**src/rtl/wa_pkg.sv**
```systemverilog
package wa_pkg;
  parameter int WA_WORD_W = 10;
  localparam int WA_WIN_W = 2 * WA_WORD_W;
  localparam int WA_OFF_W = $clog2(WA_WORD_W);
  localparam int WA_COMMA_W = 7;
  localparam logic [WA_COMMA_W-1:0] WA_COMMA_NEG = 7'b0011111;
  localparam logic [WA_COMMA_W-1:0] WA_COMMA_POS = ~WA_COMMA_NEG;

  typedef logic [WA_WORD_W-1:0] wordT;
  typedef logic [WA_OFF_W-1:0] offT;

  // strobes from control to datapath
  typedef struct packed {
    logic adv;    // a window is being turned into an output word
    offT  sel;    // offset used for that word
    logic mark;   // that word holds the pattern
  } ctrlT;
endpackage

```
**src/rtl/wa_detect.sv**
```systemverilog
module wa_detect
  import wa_pkg::*;
(
  input  logic [WA_WIN_W-1:0] window,
  input  wordT                patValue,
  input  wordT                patMask,
  input  logic                commaMode,
  output wordT                hitVec
);
  for (genvar k = 0; k < WA_WORD_W; k++) begin : g_off
    wordT cand;
    logic patHit;
    logic commaHit;
    assign cand     = window[WA_WIN_W-1-k -: WA_WORD_W];
    assign patHit   = ((cand ^ patValue) & patMask) == '0;
    assign commaHit = (cand[WA_WORD_W-1 -: WA_COMMA_W] == WA_COMMA_NEG) ||
                      (cand[WA_WORD_W-1 -: WA_COMMA_W] == WA_COMMA_POS);
    assign hitVec[k] = commaMode ? commaHit : patHit;
  end
endmodule

```
**src/rtl/wa_datapath.sv**
```systemverilog
module wa_datapath
  import wa_pkg::*;
(
  input  logic clk,
  input  logic rstN,
  input  wordT rawWord,
  input  logic rawValid,
  input  wordT patValue,
  input  wordT patMask,
  input  logic commaMode,
  input  ctrlT ctrl,
  output wordT s1Hit,
  output logic s1Valid,
  output wordT alignWord,
  output logic alignValid,
  output logic patDetect
);
  localparam int SHIFT_TOP = WA_WIN_W - 1;

  wordT prevWord;
  logic [WA_WIN_W-1:0] s1Win;
  wordT hitNow;
  wordT shifted;

  wa_detect uDet (
    .window    ({prevWord, rawWord}),
    .patValue  (patValue),
    .patMask   (patMask),
    .commaMode (commaMode),
    .hitVec    (hitNow)
  );

  assign shifted = s1Win[SHIFT_TOP - int'(ctrl.sel) -: WA_WORD_W];

  always_ff @(posedge clk) begin
    if (!rstN) begin
      prevWord   <= '0;
      s1Win      <= '0;
      s1Hit      <= '0;
      s1Valid    <= 1'b0;
      alignWord  <= '0;
      alignValid <= 1'b0;
      patDetect  <= 1'b0;
    end else begin
      s1Valid <= rawValid;
      if (rawValid) begin
        prevWord <= rawWord;
        s1Win    <= {prevWord, rawWord};
        s1Hit    <= hitNow;
      end
      alignValid <= ctrl.adv;
      patDetect  <= ctrl.mark;
      if (ctrl.adv) alignWord <= shifted;
    end
  end
endmodule

```
**src/rtl/wa_control.sv**
```systemverilog
module wa_control
  import wa_pkg::*;
(
  input  logic clk,
  input  logic rstN,
  input  logic s1Valid,
  input  wordT s1Hit,
  output ctrlT ctrl,
  output logic aligned
);
  offT  curOff, nextOff;
  offT  pendOff, nextPendOff;
  logic pendValid, nextPendValid;
  logic nextLocked;
  offT  firstOff;
  logic anyHit;
  logic hitCur;

  always_comb begin
    firstOff = '0;
    for (int k = WA_WORD_W - 1; k >= 0; k--) begin
      if (s1Hit[k]) firstOff = offT'(k);
    end
  end

  assign anyHit = |s1Hit;
  assign hitCur = s1Hit[curOff];

  always_comb begin
    nextOff       = curOff;
    nextLocked    = aligned;
    nextPendOff   = pendOff;
    nextPendValid = pendValid;
    if (s1Valid) begin
      if (!aligned) begin
        if (anyHit) begin
          nextOff       = firstOff;
          nextLocked    = 1'b1;
          nextPendValid = 1'b0;
        end
      end else if (hitCur) begin
        nextPendValid = 1'b0;
      end else if (anyHit) begin
        if (pendValid && pendOff == firstOff) begin
          nextOff       = firstOff;
          nextPendValid = 1'b0;
        end else begin
          nextPendOff   = firstOff;
          nextPendValid = 1'b1;
        end
      end
    end
  end

  assign ctrl.adv  = s1Valid;
  assign ctrl.sel  = nextOff;
  assign ctrl.mark = s1Valid && s1Hit[nextOff];

  always_ff @(posedge clk) begin
    if (!rstN) begin
      curOff    <= '0;
      aligned   <= 1'b0;
      pendOff   <= '0;
      pendValid <= 1'b0;
    end else begin
      curOff    <= nextOff;
      aligned   <= nextLocked;
      pendOff   <= nextPendOff;
      pendValid <= nextPendValid;
    end
  end
endmodule

```
**src/rtl/word_aligner.sv**
```systemverilog
module word_aligner
  import wa_pkg::*;
(
  input  logic       clk,
  input  logic       rstN,
  input  logic [9:0] rawWord,
  input  logic       rawValid,
  input  logic [9:0] patValue,
  input  logic [9:0] patMask,
  input  logic       commaMode,
  output logic [9:0] alignWord,
  output logic       alignValid,
  output logic       aligned,
  output logic       patDetect
);
  ctrlT ctrl;
  wordT s1Hit;
  logic s1Valid;

  wa_datapath uDp (
    .clk        (clk),
    .rstN       (rstN),
    .rawWord    (rawWord),
    .rawValid   (rawValid),
    .patValue   (patValue),
    .patMask    (patMask),
    .commaMode  (commaMode),
    .ctrl       (ctrl),
    .s1Hit      (s1Hit),
    .s1Valid    (s1Valid),
    .alignWord  (alignWord),
    .alignValid (alignValid),
    .patDetect  (patDetect)
  );

  wa_control uCtl (
    .clk     (clk),
    .rstN    (rstN),
    .s1Valid (s1Valid),
    .s1Hit   (s1Hit),
    .ctrl    (ctrl),
    .aligned (aligned)
  );
endmodule

```
**config.mk**
```make
export PLATFORM = sky130hd
export DESIGN_NAME = word_aligner
export DESIGN_NICKNAME = d
export VERILOG_FILES = /design/src/rtl/wa_pkg.sv /design/src/rtl/wa_detect.sv /design/src/rtl/wa_datapath.sv /design/src/rtl/wa_control.sv /design/src/rtl/word_aligner.sv
export SDC_FILE = /design/constraint.sdc
export NUM_CORES = 1
export LEC_CHECK = 0
export CAP_MARGIN = 20
export CORE_MARGIN = 4
export CORE_UTILIZATION = 45
export DETAILED_ROUTE_END_ITERATION = 8
export DONT_BUFFER_PORTS = 1
export GPL_TIMING_DRIVEN = 0
export PLACE_DENSITY_LB_ADDON = 0.15
export SYNTH_ARGS = -nofsm -noshare
export SYNTH_HDL_FRONTEND = slang
export SYNTH_SLANG_ARGS = --single-unit
export TNS_END_PERCENT = 5
```
**constraint.sdc**
```tcl
create_clock -name clk -period 4.12 [get_ports clk]
set_clock_uncertainty 0.2 [all_clocks]
set_input_delay 0.824 -clock clk [delete_from_list [all_inputs] [get_ports clk]]
set_output_delay 0.824 -clock clk [all_outputs]
set_load 0.01 [all_outputs]
```
==> impl_metrics.csv, run 1 <==
group,metric,value,unit
routing,drtIter0Drc,370,
power_and_ir_drop,leakage,0.00232,µW
routing,ant_nets,0,
final_layout,final_cell_mix,"100 x xor2_1, 70 x mux2i_1, 64 x nor2_1",
global_routing,grt_pass1_wl,27000,µm
worst_setup_path,reg2reg_slack,260,ps
yosys,yosys_warnings,0,
global_routing,grt_max_degree,19,
floorplan,die_w,116,µm
floorplan,rows,39,
sta,max_freq,0.259,GHz
routing,post_drt_wl_per_cell,21.2,µm
clock_network,h-tree-depth,2,
yosys,synth_area_leaders,"dfxtp_1 20%, xor2_1 17%, mux2i_1 13%",
power_and_ir_drop,internal-power,1050,µW
yosys,synth-seq-cells,53,
worst_setup_path,arrival,3870,ps
clock_network,path_clk_slew,80,ps
final_layout,stdcell_area,5600,µm²
routing,routed_wl,17100,µm
place,dp_slack,-444,ps
sta,relSlewSlack,0.430,
routing,detail_route.vias_per_cell,6.28,
worst_setup_path,critPathCaptureType,"flip-flop",
status,run_status,"complete, no violations",
worst_setup_path,required,4130,ps
yosys,seq_area_frac_synth,0.202,
job,cap_violations,0,
clock_network,cts_setup_buffers,0,
worst_setup_path,critical_path_class,"reg -> reg",
sta,hold_ws,329,ps
global_routing,grt_pass1_vias,4852,
sta,final_max_slew_viol_count,0,
sta,layout_setup_ws,256,ps
final_layout,antenna_cells,0,
power_and_ir_drop,cellPowerDensity,303,nW/µm²
final_layout,finalNetCount,694,
clock_network,clock-root-buffer,"clkbuf_16",
place,gp_congestion,0.945,
global_routing,grt_antenna_before_repair,0,
routing,drc,0,
place,post_dp_cell_area,5430,µm²
routing,dr.pass1.iters,5,
floorplan,dieArea,13500,µm²
yosys,synth_cells,655,
global_routing,grt_use_total,0.253,
yosys,ys_types,71,
clock_network,clock-sinks,53,
place,place.detailed.hpwl,12600,µm
clock_network,cts_tree,"built",
yosys,post_synth.cell_area_avg,8.02,µm²
power_and_ir_drop,power,1700,µW
floorplan,initial_utilization,0.460,
final_layout,postLayoutCoreUtil,0.491,
power_and_ir_drop,seq_power_share,0.336,
final_layout,drive_above_1_share,0.0773,
yosys,yosys.area.top_type,"dfxtp_1",
sta,min_period,3860,ps
power_and_ir_drop,p_comb_frac,0.395,
yosys,netlist_area,5260,µm²
worst_setup_path,path_max_fanout,8,
clock_network,clk_latency,300,ps
routing,vias,5045,
clock_network,clockBufferDepth,2,
clock_network,numCtsBuffers,5,
power_and_ir_drop,p_sw,646,µW
place,io_buffers,0,
floorplan,fp.dieH,116,µm
sta,finalSetupViolations,0,
yosys,synth_edf_count,0,
yosys,async_reset_ff_frac,0,
sta,hold_viol_final,0,
sta,tightest_slew,855,ps
power_and_ir_drop,peakVddDrop,0.000285,V
final_layout,final_common_cell,"xor2_1",
power_and_ir_drop,clkPwrFrac,0.269,
worst_setup_path,startpoint_type,"flip-flop",
sta,post-route-period-util,0.938,
yosys,synth-main-ff-cell,"dfxtp_1",
floorplan,ios,47,
final_layout,flow.area_growth_from_synthesis,6.64,%
yosys,syn_nets,690,
hold_path,hp-class,"reg -> reg",
global_routing,grt-ovfl-total,0,
power_and_ir_drop,p_sw_frac,0.381,
floorplan,core,11400,µm²
yosys,synth_top_area_share,0.202,
[power groups by stage]
stage	sequential (µW)	clock, µW	combinational, µW
final	570	457	670
after global placement	578	0	646
after detailed placement	580	0	656
after floorplan	571	0	515
after global routing	575	484	722
after CTS	567	458	658
[critical path, cell delays in order, from the launching register on]
cell and delay [ps]:
dfxtp_1 290, buf_2 170, nor4_4 410, and4bb_2 280
o21ai_0 130, a211oi_2 330, and2_1 200, o2bb2ai_1 90
nand4b_1 130, o221ai_2 160, ha_2 490, inv_1 70
or2_2 320, o21ai_0 150, a221oi_1 80, o41ai_2 270
[per-layer routing]
metal,track usage,vias to the layer above,wire length [µm]
met2,0.424,200,8110
met5,0,-,0
li1,-,2392,-
met4,0.0704,0,420
met3,0.0298,29,1040
met1,0.345,2424,7490
[synth_stat cells (3+ instances only)]
cell type and count:
a211oi_1 7, a21o_1 3, a21oi_1 18, a221oi_1 7, a222oi_1 4, a22o_1 11, a22oi_1 27, a311oi_1 5
a31oi_1 6, and2_1 5, buf_1 9, buf_2 3, buf_4 3, buf_6 3, clkbuf_1 59, dfxtp_1 53
inv_1 8, mux2_2 11, mux2i_1 70, nand2_1 29, nand2b_1 6, nand3_1 9, nand4_1 15, nor2_1 64
nor2b_1 5, nor3_1 14, nor3b_1 3, nor4_1 6, nor4b_1 3, o211ai_1 5, o21ai_0 22, o22ai_1 7
o311ai_0 4, o31ai_1 4, or3_1 3, xor2_1 100
[final cells by class]
class                      count  area (µm²)
tap                          143         179
multi-input combinational    515        3830
buffer                        74         340
sequential                    53        1060
clock buffer                   6         139
inverter                       9        33.8
fill                        1146        5810
timing repair buffer           1        5.00
clock inverter                 2        17.5
[logic make-up (layout without fill, tap and decap cells)]
logic type                 count (synthesis)  in the layout  share of synthesized area
DFF                                       53             53                      0.202
adders and majority gates                  1              1                    0.00238
xor gates and xnor gates                 100            100                      0.167
AOI/OAI and AO/OA                        154            154                      0.219
muxes                                     84             84                      0.168
and+or+nand+nor                          176            176                      0.170
buffers and inverters                     87             92                     0.0724
[state kept, by name (all words and copies together), names as in the netlist]
register and cells:
uDp.s1Win 20, uDp.alignWord 10, uDp.s1Hit 10, uCtl.curOff 4
uCtl.pendOff 4, uCtl.aligned 1, uCtl.pendValid 1, uDp.alignValid 1
uDp.patDetect 1, uDp.s1Valid 1
[per-stage QoR]
stage	TNS (ps)	std cells
finish	0	803
global route	-41.0	803
CTS	0	805
detailed placement	-3220	798
global placement	-2880	798
floorplan	0	655
[final timing paths]
path / startpoint / to / cells past startpoint
max: uDp.s1Hit[5]$_SDFFE_PN0P_ / uDp.alignWord[3]$_SDFFE_PN0P_ / 15
min reg2reg: uCtl.pendValid$_SDFFE_PN0P_ / uCtl.pendValid$_SDFFE_PN0P_ / 2
max reg2reg: uDp.s1Hit[5]$_SDFFE_PN0P_ / uDp.alignWord[3]$_SDFFE_PN0P_ / 15
min: uCtl.pendValid$_SDFFE_PN0P_ / uCtl.pendValid$_SDFFE_PN0P_ / 2
[what timing repair did]
action,in CTS,in global routing
setup endpoints to repair,10,9
hold buffers,0,0
gates resized for setup,3,9
pin swaps,0,2
Note: power is estimated with default switching activity, not from simulation.
==> run 2, diff against run 1 <==
Settings changed: BUFFER_PORTS_ARGS set to -buffer_cell sky130_fd_sc_hd__buf_2, DONT_BUFFER_PORTS 1 to unset.
==> impl_metrics.csv, run 2 (synthesis results as in run 1) <==
group,metric,value,unit
routing,dr.pass1.iters,5,
sta,tightest_slew,818,ps
clock_network,clock-sinks,53,
routing,drtIter0Drc,552,
power_and_ir_drop,peakVddDrop,0.000222,V
worst_setup_path,path_max_fanout,18,
sta,min_period,3850,ps
floorplan,die_w,116,µm
worst_setup_path,startpoint_type,"flip-flop",
power_and_ir_drop,cellPowerDensity,300,nW/µm²
routing,ant_nets,0,
power_and_ir_drop,internal-power,1060,µW
clock_network,holdBufCountCts,0,
sta,layout_setup_ws,267,ps
power_and_ir_drop,leakage,0.00242,µW
floorplan,rows,39,
clock_network,clockBufferDepth,2,
place,dp_slack,-509,ps
global_routing,grt-ovfl-total,0,
clock_network,clk_latency,300,ps
place,gp_congestion,1.01,
place,io_buffers,20,
power_and_ir_drop,clkPwrFrac,0.264,
clock_network,h-tree-depth,2,
sta,post-route-period-util,0.935,
place,post_dp_cell_area,5530,µm²
clock_network,clock-root-buffer,"clkbuf_16",
place,place.detailed.hpwl,12500,µm
sta,tns,0,ps
floorplan,core,11400,µm²
final_layout,drive_above_1_share,0.106,
global_routing,grt_antenna_before_repair,0,
final_layout,antenna_cells,0,
final_layout,flow.area_growth_from_synthesis,8.76,%
place,dp.cells,818,
worst_setup_path,arrival,3870,ps
power_and_ir_drop,p_sw,654,µW
sta,finalSetupViolations,0,
hold_path,hp-class,"reg -> reg",
global_routing,grt_max_degree,19,
worst_setup_path,critPathCaptureType,"flip-flop",
routing,detail_route.vias_per_cell,6.30,
power_and_ir_drop,p_sw_frac,0.381,
sta,max_freq,0.260,GHz
final_layout,final_cell_mix,"100 x xor2_1, 70 x mux2i_1, 64 x nor2_1",
worst_setup_path,critical_path_class,"reg -> reg",
sta,final_max_slew_viol_count,0,
final_layout,stdcell_area,5720,µm²
final_layout,final_common_cell,"xor2_1",
floorplan,initial_utilization,0.460,
power_and_ir_drop,p_comb_frac,0.406,
final_layout,fillers,1132,
sta,hold_viol_final,0,
status,run_status,"complete, no violations",
final_layout,reg_top3,"uDp.s1Win x20, uDp.alignWord x10, uDp.s1Hit x10",
sta,relSlewSlack,0.455,
routing,routed_wl,17000,µm
final_layout,largest_register_ff_count,20,
routing,drc,0,
final_layout,regMostFlops,"uDp.s1Win",
floorplan,ios,47,
routing,post_drt_wl_per_cell,20.7,µm
routing,vias,5176,
final_layout,final_cells,822,
global_routing,grt_pass1_vias,4983,
power_and_ir_drop,seq_power_share,0.330,
clock_network,numCtsBuffers,5,
final_layout,postLayoutCoreUtil,0.501,
global_routing,grt_use_total,0.255,
clock_network,cts_tree,"built",
clock_network,path_clk_slew,80,ps
floorplan,fp.dieH,116,µm
sta,rsz0062_at_grt,"false",
global_routing,grt_pass1_wl,27100,µm
floorplan,dieArea,13500,µm²
worst_setup_path,required,4130,ps
final_layout,finalNetCount,713,
job,cap_violations,0,
[run 2: what timing repair did]
item | CTS | global route
resized for setup | 1 | 8
endpoints found under the setup margin | 10 | 9
buffers inserted | 0 | 0
[run 2: area by class of cell]
| type | instances | area (µm²) | share of cell area |
|---|---|---|---|
| buffer | 73 | 330 | 0.0578 |
| clock buffer | 6 | 139 | 0.0243 |
| sequential | 53 | 1060 | 0.186 |
| clock inverter | 2 | 17.5 | 0.00306 |
| inverter | 9 | 33.8 | 0.00591 |
| tap | 143 | 179 | 0.0313 |
| timing repair buffer | 21 | 105 | 0.0184 |
| multi-input combinational | 515 | 3850 | 0.674 |
[run 2: final timing paths]
path | start | end | slack, ps | cells past startpoint
worst max-delay path | uCtl.curOff[0]$_SDFF_PN0_ | uDp.alignWord[3]$_SDFFE_PN0P_ | 270 | 14
worst max register to register | uCtl.curOff[0]$_SDFF_PN0_ | uDp.alignWord[3]$_SDFFE_PN0P_ | 270 | 14
worst min-delay path | uCtl.pendValid$_SDFFE_PN0P_ | uCtl.pendValid$_SDFFE_PN0P_ | 310 | 2
worst min register to register | uCtl.pendValid$_SDFFE_PN0P_ | uCtl.pendValid$_SDFFE_PN0P_ | 310 | 2
[run 2: stage by stage]
stage,hold WS (ps),power [µW]
after floorplan,257,1090
after global placement,291,1240
after detailed placement,302,1250
after CTS,321,1700
after global routing,331,1800
final,308,1710
[run 2: power by group through the flow]
stage | Clock [µW] | Combinational (µW) | Sequential (µW)
after floorplan | 0 | 515 | 571
after global placement | 0 | 666 | 572
after detailed placement | 0 | 674 | 573
after CTS | 467 | 677 | 561
after global routing | 484 | 748 | 570
final | 453 | 696 | 566
[run 2: per-layer routing]
| metal | GRT usage | vias to the layer above | wire, µm |
|---|---|---|---|
| li1 | - | 2430 | - |
| met1 | 0.338 | 2470 | 7510 |
| met2 | 0.407 | 230 | 7890 |
| met3 | 0.0423 | 46 | 1030 |
| met4 | 0.114 | 0 | 603 |
| met5 | 0 | - | 0 |
[run 2: worst max-delay path, stage by stage, from the launching register on]
cell and delay, ps:
dfxtp_1 310, buf_2 200, mux2i_1 210, mux4_2 260, o21bai_2 100, nor4_1 520
and2_1 230, o211a_1 160, buf_2 350, ha_4 260, inv_1 60, or2_2 320
o21ai_0 220, a221oi_2 80, o41ai_2 280
==> run 3, diff against run 2 <==
Settings changed: BUFFER_PORTS_ARGS -buffer_cell sky130_fd_sc_hd__buf_2 to -buffer_cell sky130_fd_sc_hd__buf_4, PLACE_DENSITY set to 0.67, PLACE_DENSITY_LB_ADDON 0.15 to unset.
==> impl_metrics.csv, run 3 (synthesis results as in run 1) <==
group,metric,value,unit
clock_network,h-tree-depth,2,
clock_network,clock-sinks,53,
routing,highest_layer,"met4",
routing,wl_met2,7850,µm
sta,post-route-period-util,0.921,
worst_setup_path,reg2reg_slack,330,ps
hold_path,min_delay_path_depth,2,
worst_setup_path,required,4110,ps
worst_setup_path,path_buf_inv,3,
clock_network,clock-root-buffer,"clkbuf_16",
worst_setup_path,reg2reg_depth,14,
worst_setup_path,cp_top_family,"simple AND/OR/NAND/NOR gates",
place,post_dp_cell_area,5580,µm²
worst_setup_path,reg2reg_from,"uDp.s1Hit[5]$_SDFFE_PN0P_",
hold_path,hp-class,"reg -> reg",
clock_network,path_clk_slew,70,ps
worst_setup_path,critPathCaptureType,"flip-flop",
routing,post_drt_wl_per_cell,20.4,µm
worst_setup_path,cp-startpoint,"uDp.s1Hit[5]$_SDFFE_PN0P_",
clock_network,holdBufCountCts,0,
sta,finalSetupViolations,0,
global_routing,grt_max_degree,19,
job,cap_violations,0,
final_layout,drive_above_1_share,0.103,
sta,final_max_slew_viol_count,0,
sta,hold_viol_final,0,
sta,max_freq,0.264,GHz
status,run_status,"complete, no violations",
routing,drtIter0Drc,500,
sta,tightest_slew,876,ps
final_layout,final_common_cell,"xor2_1",
worst_setup_path,path_max_fanout,18,
final_layout,stdcell_area,5760,µm²
global_routing,grt_pass1_vias,4984,
global_routing,grt_use_total,0.248,
hold_path,hp-start,"uCtl.pendValid$_SDFFE_PN0P_",
final_layout,final_cell_mix,"100 x xor2_1, 70 x mux2i_1, 64 x nor2_1",
sta,min_period,3790,ps
floorplan,core,11400,µm²
sta,rsz0062_at_grt,"false",
worst_setup_path,critical_path_class,"reg -> reg",
routing,route.met3.wl,1170,µm
floorplan,fp.dieH,116,µm
floorplan,ios,47,
sta,tns,0,ps
sta,hold_ws,303,ps
routing,detail_route.vias_per_cell,6.27,
final_layout,fillers,1145,
clock_network,numCtsBuffers,5,
worst_setup_path,crit_top_cell,"a21oi_1",
final_layout,finalNetCount,713,
clock_network,clockBufferDepth,2,
routing,ant_nets,0,
place,io_buffers,20,
worst_setup_path,worst_path_largest_cell_delay,380,ps
worst_setup_path,startpoint_type,"flip-flop",
worst_setup_path,arrival,3790,ps
power_and_ir_drop,cellPowerDensity,296,nW/µm²
routing,dr.pass1.iters,5,
routing,wl_met1,7230,µm
global_routing,grt_antenna_before_repair,0,
floorplan,die_w,116,µm
routing,vias,5152,
clock_network,cts_tree,"built",
worst_setup_path,cp_slowest_cell,"nor4_4",
place,place.detailed.hpwl,12100,µm
final_layout,flow.area_growth_from_synthesis,9.52,%
power_and_ir_drop,leakage,0.00242,µW
global_routing,grt-ovfl-total,0,
final_layout,antenna_cells,0,
global_routing,grt_pass1_wl,26500,µm
hold_path,whs_endpoint,"uCtl.pendValid$_SDFFE_PN0P_",
clock_network,clk_latency,300,ps
worst_setup_path,r2r_end,"uDp.alignWord[5]$_SDFFE_PN0P_",
routing,drc,0,
sta,relSlewSlack,0.416,
floorplan,dieArea,13500,µm²
worst_setup_path,cp_cell_sequence,"buf_2 > nor4_4 > a21oi_1 > or3_1 > a211oi_2 > and2_1 > o211a_1 > clkbuf_4 > ha_4 > clkbuf_1 > nor2_1 > a21oi_1 > o21ai_0 > a32o_1",
final_layout,largest_register_ff_count,20,
final_layout,reg_top3,"uDp.s1Win x20, uDp.alignWord x10, uDp.s1Hit x10",
floorplan,initial_utilization,0.460,
power_and_ir_drop,peakVddDrop,0.000155,V
floorplan,rows,39,
final_layout,regMostFlops,"uDp.s1Win",
routing,routed_wl,16800,µm
place,gp_congestion,0.966,
==> run 3: changes by cell type in the layout (fill, tap and decap cells not counted), sizes merged <==
cell | previous run | this run
clkinv | 2 | 3
buf | 38 | 37
==> run 3: final cells by class <==
cell class | count | area [µm²] | area share
buffer | 73 | 332 | 0.0576
clock buffer | 5 | 125 | 0.0217
clock inverter | 3 | 26.3 | 0.00457
inverter | 9 | 33.8 | 0.00587
multi-input combinational | 515 | 3840 | 0.668
sequential | 53 | 1060 | 0.184
tap | 143 | 179 | 0.0311
timing repair buffer | 21 | 155 | 0.0270
==> run 3: power breakdown <==
group          switching (µW)  internal [µW]  leakage [µW]
logic                     412            281       0.00191
clock network             213            230     0.0000744
registers                26.4            540      0.000434
==> run 3: metrics by stage <==
step,setup slack [ps],power [µW],std cells,utilization
2_1_floorplan,299,1090,655,-
3_3_place_gp,-396,1240,818,0.489
3_5_place_dp,-445,1250,818,0.489
4_1_cts,136,1690,821,0.501
5_1_grt,47.9,1790,822,0.504
6_report,327,1700,822,0.504
==> run 3: how the worst max path moves through the flow <==
stage,endpoint,slack (ps),depth (start not counted)
final,uDp.alignWord[5]$_SDFFE_PN0P_,330,14
after global routing,uDp.alignWord[5]$_SDFFE_PN0P_,50,14
after CTS,uDp.alignWord[3]$_SDFFE_PN0P_,140,15
after detailed placement,uDp.alignWord[5]$_SDFFE_PN0P_,-450,17
after global placement,uDp.alignWord[5]$_SDFFE_PN0P_,-400,17
after floorplan,uDp.alignWord[2]$_SDFFE_PN0P_,300,17
==> run 3: worst register-to-register path: stages, from the launching register on <==
cell and delay [ps]:
dfxtp_1 300, buf_2 170, nor4_4 380, a21oi_1 100, or3_1 360, a211oi_2 310
and2_1 200, o211a_1 170, clkbuf_4 280, ha_4 210, clkbuf_1 370, nor2_1 140
a21oi_1 150, o21ai_0 110, a32o_1 240
==> run 3: routing by layer <==
metal  GRT usage  vias up
met1       0.328     2455
met2       0.419      232
met3      0.0298       40
met4      0.0820        0
met5           0        -
li1            -     2425
==> run 3: repair_timing <==
action / in CTS / in global routing
endpoints found under the setup margin: 10 / 7
buffers inserted: 0 / 0
resized for setup: 1 / 6
pin swaps: 0 / 0
